===== src/rtl/sram_seq_pkg.sv =====
package sram_seq_pkg;
  typedef enum logic [2:0] {
    PH_IDLE  = 3'd0,
    PH_PRE   = 3'd1,
    PH_WL_RD = 3'd2,
    PH_WL_WR = 3'd3,
    PH_SENSE = 3'd4
  } phase_t;
endpackage


===== src/rtl/sram_phase_fsm.sv =====
module sram_phase_fsm
  import sram_seq_pkg::*;
(
  input  logic clk,
  input  logic rst,
  input  logic start,
  input  logic is_write,
  output logic ready,
  output logic pre_en,
  output logic wl_en,
  output logic sae_en,
  output logic wdrv_en,
  output logic arr_rd,
  output logic arr_wr,
  output logic load_out
);
  phase_t ph_q, ph_d;
  logic   wr_q;

  always_comb begin
    ph_d = ph_q;
    unique case (ph_q)
      PH_IDLE:  if (start) ph_d = PH_PRE;
      PH_PRE:   ph_d = wr_q ? PH_WL_WR : PH_WL_RD;
      PH_WL_RD: ph_d = PH_SENSE;
      PH_WL_WR: ph_d = PH_IDLE;
      PH_SENSE: ph_d = PH_IDLE;
      default:  ph_d = PH_IDLE;
    endcase
  end

  always_ff @(posedge clk) begin
    if (rst) begin
      ph_q <= PH_IDLE;
      wr_q <= 1'b0;
    end else begin
      ph_q <= ph_d;
      if (ph_q == PH_IDLE && start) wr_q <= is_write;
    end
  end

  assign ready    = (ph_q == PH_IDLE);
  assign pre_en   = (ph_q == PH_PRE);
  assign wl_en    = (ph_q == PH_WL_RD) || (ph_q == PH_WL_WR);
  assign wdrv_en  = (ph_q == PH_WL_WR);
  assign sae_en   = (ph_q == PH_SENSE);
  assign arr_rd   = (ph_q == PH_WL_RD);
  assign arr_wr   = (ph_q == PH_WL_WR);
  assign load_out = (ph_q == PH_SENSE);

  assert_phase_excl_R5: assert property (@(posedge clk) disable iff (rst)
    $onehot0({pre_en, wl_en, sae_en}) && (!wdrv_en || wl_en));
  assert_accept_pre_R2: assert property (@(posedge clk) disable iff (rst)
    (ready && start) |=> (pre_en && !ready));
  assert_pre_then_wl_R3: assert property (@(posedge clk) disable iff (rst)
    pre_en |=> wl_en);
  assert_sense_after_wl_R3: assert property (@(posedge clk) disable iff (rst)
    $rose(sae_en) |-> $past(wl_en && !wdrv_en));
  assert_write_ends_R4: assert property (@(posedge clk) disable iff (rst)
    wdrv_en |=> ready);
endmodule


===== src/rtl/sram_bit_array.sv =====
module sram_bit_array #(
  parameter int ROWS  = 16,
  parameter int ROW_W = 128,
  localparam int RB   = $clog2(ROWS)
) (
  input  logic             clk,
  input  logic             rd_en,
  input  logic             wr_en,
  input  logic [RB-1:0]    row,
  input  logic [ROW_W-1:0] wr_bits,
  input  logic [ROW_W-1:0] wr_drive,
  output logic [ROW_W-1:0] rd_bits
);
  logic [ROW_W-1:0] cells [ROWS];

  always_ff @(posedge clk) begin
    if (wr_en) begin
      for (int b = 0; b < ROW_W; b++) begin
        if (wr_drive[b]) cells[row][b] <= wr_bits[b];
      end
    end
  end

  always_ff @(posedge clk) begin
    if (rd_en) rd_bits <= cells[row];
  end
endmodule


===== src/rtl/sram_col_latch.sv =====
module sram_col_latch #(
  parameter int DATA_W  = 32,
  parameter int COL_MUX = 4,
  localparam int CB     = $clog2(COL_MUX),
  localparam int ROW_W  = DATA_W * COL_MUX
) (
  input  logic              clk,
  input  logic              rst,
  input  logic              load,
  input  logic [CB-1:0]     col,
  input  logic [ROW_W-1:0]  row_bits,
  output logic [DATA_W-1:0] dout
);
  logic [DATA_W-1:0] sensed;

  always_comb begin
    for (int i = 0; i < DATA_W; i++) begin
      sensed[i] = row_bits[i*COL_MUX + int'(col)];
    end
  end

  always_ff @(posedge clk) begin
    if (rst)       dout <= '0;
    else if (load) dout <= sensed;
  end

  assert_hold_R8: assert property (@(posedge clk) disable iff (rst)
    !load |=> $stable(dout));
endmodule


===== src/rtl/sram_phase_seq.sv =====
module sram_phase_seq #(
  parameter int DATA_W  = 32,
  parameter int COL_MUX = 4,
  parameter int ROWS    = 16,
  localparam int CB     = $clog2(COL_MUX),
  localparam int RB     = $clog2(ROWS),
  localparam int ADDR_W = RB + CB,
  localparam int ROW_W  = DATA_W * COL_MUX
) (
  input  logic              clk,
  input  logic              rst,
  input  logic              ce,
  input  logic              we,
  input  logic [ADDR_W-1:0] addr,
  input  logic [DATA_W-1:0] wmask,
  input  logic [DATA_W-1:0] wdata,
  output logic [DATA_W-1:0] rdata,
  output logic              ready,
  output logic              pre_en,
  output logic              wl_en,
  output logic              sae_en,
  output logic              wdrv_en
);
  logic              start, arr_rd, arr_wr, load_out;
  logic [RB-1:0]     row_q;
  logic [CB-1:0]     col_q;
  logic [DATA_W-1:0] mask_q, data_q;
  logic [ROW_W-1:0]  row_bits, row_drive, row_rd;

  assign start = ce && ready;

  always_ff @(posedge clk) begin
    if (rst) begin
      row_q  <= '0;
      col_q  <= '0;
      mask_q <= '0;
      data_q <= '0;
    end else if (start) begin
      row_q  <= addr[ADDR_W-1:CB];
      col_q  <= addr[CB-1:0];
      mask_q <= wmask;
      data_q <= wdata;
    end
  end

  for (genvar i = 0; i < DATA_W; i++) begin : g_bit
    for (genvar c = 0; c < COL_MUX; c++) begin : g_col
      assign row_bits[i*COL_MUX + c]  = data_q[i];
      assign row_drive[i*COL_MUX + c] = mask_q[i] && (col_q == CB'(c));
    end
  end

  sram_phase_fsm u_fsm (
    .clk(clk), .rst(rst), .start(start), .is_write(we),
    .ready(ready), .pre_en(pre_en), .wl_en(wl_en), .sae_en(sae_en),
    .wdrv_en(wdrv_en), .arr_rd(arr_rd), .arr_wr(arr_wr), .load_out(load_out)
  );

  sram_bit_array #(.ROWS(ROWS), .ROW_W(ROW_W)) u_array (
    .clk(clk), .rd_en(arr_rd), .wr_en(arr_wr), .row(row_q),
    .wr_bits(row_bits), .wr_drive(row_drive), .rd_bits(row_rd)
  );

  sram_col_latch #(.DATA_W(DATA_W), .COL_MUX(COL_MUX)) u_out (
    .clk(clk), .rst(rst), .load(load_out), .col(col_q),
    .row_bits(row_rd), .dout(rdata)
  );

  assert_busy_ignored_R9: assert property (@(posedge clk) disable iff (rst)
    (!ready && ce) |=> $stable(row_q) && $stable(col_q) && $stable(data_q));
  assert_rdata_write_R8: assert property (@(posedge clk) disable iff (rst)
    wdrv_en |=> $stable(rdata));
endmodule


===== config.mk =====
export PLATFORM = sky130hd
export DESIGN_NAME = sram_phase_seq
export DESIGN_NICKNAME = d
export VERILOG_FILES = /design/src/rtl/sram_seq_pkg.sv /design/src/rtl/sram_phase_fsm.sv /design/src/rtl/sram_bit_array.sv /design/src/rtl/sram_col_latch.sv /design/src/rtl/sram_phase_seq.sv
export SDC_FILE = /design/constraint.sdc
export NUM_CORES = 2
export LEC_CHECK = 0
export CAP_MARGIN = 20
export CORE_AREA = 2 2 415 417
export DETAILED_ROUTE_END_ITERATION = 16
export DIE_AREA = 0 0 417 419
export DONT_BUFFER_PORTS = 1
export GPL_ROUTABILITY_DRIVEN = 1
export PLACE_DENSITY = 0.75
export SYNTH_ARGS = -nofsm -noshare
export SYNTH_HDL_FRONTEND = slang
export SYNTH_HIERARCHICAL = 1
export SYNTH_SLANG_ARGS = --single-unit

===== constraint.sdc =====
create_clock -name clk -period 6.7 [get_ports clk]
set_clock_uncertainty 0.1 [all_clocks]
set_input_delay 1.005 -clock clk [delete_from_list [all_inputs] [get_ports clk]]
set_output_delay 1.005 -clock clk [all_outputs]
set_load 0.02 [all_outputs]

* Yosys cells after proc, flatten, opt, wreduce, memory -nomap -nowiden *
Memory sizes are Yosys's and may differ from the RTL's. A register that Yosys moved wholly into a read port is not among the register bits.
Index checks and enable logic that the tools add are counted.

operators by class
  reductions and logical operators = 133
  mux-type cells = 482
  $add $sub $neg = 31
  magnitude comparators = 32
  eq/ne operators = 8

operators by type and width
  cell                 number
  $lt 32x9->1 const B  31
  $mux 1               448
  $bmux 1 s7           31
  $logic_and 1x1->1    130
  $add 7x2->8 const A  16
  $add 6x2->7 const A  8
  $add 5x2->6 const A  4
  $add 4x2->5 const A  2
  $pmux 3 s3           1
  $lt 2x8->1 const B   1
  $eq 3x2->1 const B   2
  $add 3x2->4 const A  1
  $eq 2x2->1 const B   2
  $eq 3x1->1 const B   1
  $eq 3x3->1 const B   1
  $logic_not 3->1      1
  $mux 3               1
  $bmux 1 s2           1
  $eq 2x1->1 const B   1
  $logic_not 2->1      1
  $ne 2x1->1 const B   1
  $logic_or 1x1->1     1

word-level totals
  output and inout port bits = 37
  bits in writable memories = 2048
  word-level logic and storage cells = 694
  register bits = 106
  memories = 1
  bits of input ports = 74

memories
  name           depth  bits a word  rd ports  clocked after Yosys merged registers in  wr ports  line                  RTL
  u_array.cells  16     128          1         1                                        1         sram_bit_array.sv:14  logic [ROW_W-1:0] cells [ROWS];

* Logic depth before layout (Yosys ltp) *
  word-level depth = 5
  gate-level depth with buffers = 8
  mapped depth without buffers = 5

* Hierarchy *
The synthesis kept the hierarchy.

modules (own cells, without submodules)
  module          instances  sequential area each (µm²)  area each (µm²)  cells each
  sram_bit_array  1          65342.7                     90231.5          5812
  sram_phase_seq  1          1401.3                      4043.9           467
  sram_col_latch  1          640.6                       2165.8           182
  sram_phase_fsm  1          80.1                        227.7            22

* Least setup slack after synthesis *
Ideal clock, no wire load.

  kind = register -> register
  start point = reg u_fsm.ph_q[2]
  end point = reg u_array.rd_bits[0] (read register of u_array.cells) (enable)
  path slack = 0.102 ns
  stages on the path, launching flop included = 3
  data required time = 5.984 ns
  arrival time = 5.881 ns
  path buffers = 0
  clock period less this slack = 6.598 ns
  setup time = 0.616 ns
  cell sequence = dfxtp_1 nand2b_2 nor2_1

on the way
  cells in the longest elaborated chain, start to end = 1

ends and longest elaborated chain
  element                 line                  RTL
  start, declared         sram_phase_fsm.sv:17  phase_t ph_q, ph_d;
  start signal, assigned  sram_phase_fsm.sv:37  ph_q <= ph_d;
  $eq 3x2->1              sram_phase_fsm.sv:47  assign arr_rd = (ph_q == PH_WL_RD);
  via arr_rd              sram_phase_seq.sv:24  logic start, arr_rd, arr_wr, load_out;
  end, declared           sram_bit_array.sv:12  output logic [ROW_W-1:0] rd_bits

The timed path passes the listed nets, and every way through them passes these cells.
A chain may end at the register's enable or synchronous reset.

* Worst setup path in the final report *
  start point = reg u_fsm.ph_q[1]
  end point = out wdrv_en

on the way
  cells in the longest elaborated chain, start to end = 1

ends and longest elaborated chain
  element        line                  RTL
  $eq 3x2->1     sram_phase_fsm.sv:45  assign wdrv_en = (ph_q == PH_WL_WR);
  end, declared  sram_phase_seq.sv:22  output logic wdrv_en

Every way passes these cells.

==> flow_metrics.tcl <==
set metrics [dict create \
    cts_buffer_depth 3 \
    wl_met2_mm 117 \
    dr.pass1.iters 6 \
    start_util_pct 56.7 \
    postCtsHoldBufs 0 \
    met3_length_mm 23.0 \
    vias_per_cell 6.40 \
    hold_end "mask_q[28]" \
    ir_drop_uv 209 \
    hpwl_mm 112 \
    synth_xor_area_share_pct 0 \
    die_h_um 419 \
    leakage_uw 0.0313 \
    syn-num-nets 6557 \
    finalInstanceArea_um2 105000 \
    finalHoldViolations 0 \
    yosysWarnings 6 \
    rows 152 \
    finalCritPeriodShare_pct 59.0 \
    max_freq_ghz 0.253 \
    relSlewSlack_pct 22.4 \
    tns_ns 0 \
    root_buffer "clkbuf_16" \
    drtIter0Drc 7363 \
    crit_start "u_fsm/ph_q[1]" \
    yosys_register_bits 2282 \
    hp-start "rst" \
    netlist-cell-type-count 37 \
    hold_class "in2reg" \
    die_w_um 417 \
    syn_to_final_growth_pct 8.31 \
    status "finished, final reports clean" \
    antenna_found_initial 11 \
    grt_use_total_pct 26.9 \
    ios 111 \
    core-area_um2 171000 \
    start_kind "flop" \
    finalPower_uw 30000 \
    critical_path_class "reg2out" \
    syn-cell-area_um2 96700 \
    period_minus_slack_ns 3.95 \
    numPortBuffers 0 \
    clk_pin_slew_ns 0.07 \
    highest_layer "met5" \
    gp_congestion 0.745 \
    ff2ff_setup_slack_ns 2.92 \
    yosysSeqAreaShare_pct 69.8 \
    worstPathRequired_ns 5.59 \
    dieArea_um2 175000 \
    wl_per_cell_um 27.3 \
    synth_adder_area_share_pct 0 \
    grt_first_pass_wirelength_mm 347 \
    wl_mm 234 \
    layout-drive-gt1-share_pct 16.6 \
    whs_ns 0.112 \
    numCtsBuffers 211 \
    final_core_util_pct 61.4 \
    r2r_cells 6 \
    critPathArrivalTime_ns 2.85 \
    synthMuxAreaShare_pct 12.7 \
    cap_violations 0 \
    power.density_nw_per_um2 286 \
    slew_violations 0 \
    rsz0062_at_grt "false" \
    drc 0 \
    timing.rr.end "u_array/cells[6][76]" \
    wl_met1_mm 84.8 \
    synth_compound_area_share_pct 3.63 \
    setup_viol 0 \
    grt_max_degree 151 \
    ant_nets 0 \
    htreeDepth 4 \
    grt_pass1_vias 54978 \
    nFillCells 11924 \
    cts_tree "done" \
    cp-end-kind "primary output" \
    synth_cells 6483 \
    synth_top_family_by_area "multiplexers" \
    holdPathStages 1 \
    nets 6253 \
    synthSimpleGateAreaFrac_pct 10.7 \
    cts_setup_buffers 0 \
    vias 55100 \
    syn-mean-instance-area_um2 14.9 \
    cts_resized 0 \
    place_area_um2 97700 \
    rr_startpoint "u_fsm/ph_q[1]" \
    grt_overflow_total 0 \
    worstMarginPinSlew_ns 1.16 \
    insertion_delay_ns 0.87 \
    cts_sinks 2282 \
    critPathMaxFanout 61 \
]
==> Yosys cell counts <==
master,instances,share of area [%]
edfxtp_1,2176,68
nor2_1,2052,8.0
mux4_2,488,11
nand2_1,268,1.0
buf_2,265,1.4
a22oi_1,256,2.0
clkbuf_1,240,0.93
dfxtp_1,106,2.2
and2_1,99,0.64
nand3_1,74,0.38
mux2i_1,66,0.68
a21oi_1,51,0.26
a21bo_2,41,0.42
buf_1,39,0.15
buf_4,36,0.28
buf_6,34,0.40
and3_1,32,0.21
or3b_2,32,0.29
o221ai_2,30,0.47
a21bo_1,29,0.30
mux4_1,24,0.65
a21oi_2,19,0.17
nor2b_1,5,0.032
clkbuf_2,3,0.016
buf_8,2,0.031
nand2b_1,2,0.013
nor2b_4,2,0.028
nor3_1,2,0.010
o221ai_1,2,0.018
inv_1,1,0.0039
nand2b_2,1,0.0091
nand3b_1,1,0.0078
nor3b_1,1,0.0078
nor3b_2,1,0.013
nor4_1,1,0.0065
nor4b_4,1,0.025
or3b_1,1,0.0091
==> report_power, final <==
group	internal, uW	total (uW)	switching, uW
sequential	15800	15900	97.4
clock	6950	12100	5190
combinational	648	1950	1300
total	23400	30000	6590
==> worst max-delay path: stages, from the launching register on <==
cell      delay (ns)
dfxtp_1         0.55
nand2b_2        0.15
inv_1           0.31
and2_4          0.95
==> layout by cell type (no fill, tap or decap), types with 32 or more instances in the layout <==
cell and instances:
clkbuf_16 215, nand2_1 256, nor2_1 2049, nand3_1 70, a21oi_1 51, mux2i_1 66
edfxtp_1 2176, clkinv_2 32, clkbuf_1 64, and2_1 97, or3b_2 32, buf_4 77
and3_1 32, mux4_2 488, dfxtp_1 102, a21bo_2 41, a22oi_1 256
==> routing by layer <==
| layer | GRT usage [%] | up-vias |
|---|---|---|
| li1 | - | 23253 |
| met1 | 35.1 | 28355 |
| met2 | 45.3 | 2967 |
| met3 | 4.64 | 519 |
| met4 | 10.8 | 6 |
| met5 | 0 | - |
==> cell families after synthesis <==
logic type | Yosys count
buffers and inverters | 620
DFF | 2282
AOI/OAI and AO/OA | 428
muxes | 578
and+or+nand+nor | 2575
==> through the flow <==
| step | setup WS (ns) | cells |
|---|---|---|
| 3_3_place_gp | 3.06 | 8198 |
| 2_1_floorplan | 0.102 | 6483 |
| 3_5_place_dp | 3.04 | 8199 |
| 4_1_cts | 2.77 | 8598 |
| 5_1_grt | 2.73 | 8605 |
| 6_report | 2.75 | 8605 |
==> flip-flops by register name (all words and copies together), names as in the netlist, 2 cells and up <==
signal,cells
u_array/rd_bits,128
u_out/dout,32
u_array/cells,2048
row_q,4
data_q,32
u_fsm/ph_q,3
mask_q,32
col_q,2
==> area by class of cell <==
| type | instances | area [um^2] | share of cell area [%] |
|---|---|---|---|
| Antenna cell | 7 | 17.5 | 0.0167 |
| Clock buffer | 304 | 5960 | 5.70 |
| Clock inverter | 95 | 1030 | 0.986 |
| Inverter | 1 | 3.75 | 0.00359 |
| Multi-Input combinational cell | 3581 | 26300 | 25.1 |
| Sequential cell | 2282 | 67500 | 64.4 |
| Tap cell | 2233 | 2790 | 2.67 |
| Timing Repair Buffer | 102 | 1090 | 1.04 |
==> worst max-delay path by stage <==
stage	slack (ns)	endpoint
finish	2.75	wdrv_en
global placement	3.06	u_array/cells[6][76]
global route	2.73	wdrv_en
detailed placement	3.04	u_array/cells[6][22]
floorplan	0.10	u_array/rd_bits[0]
CTS	2.77	wdrv_en
(Power assumes the default switching activity.)
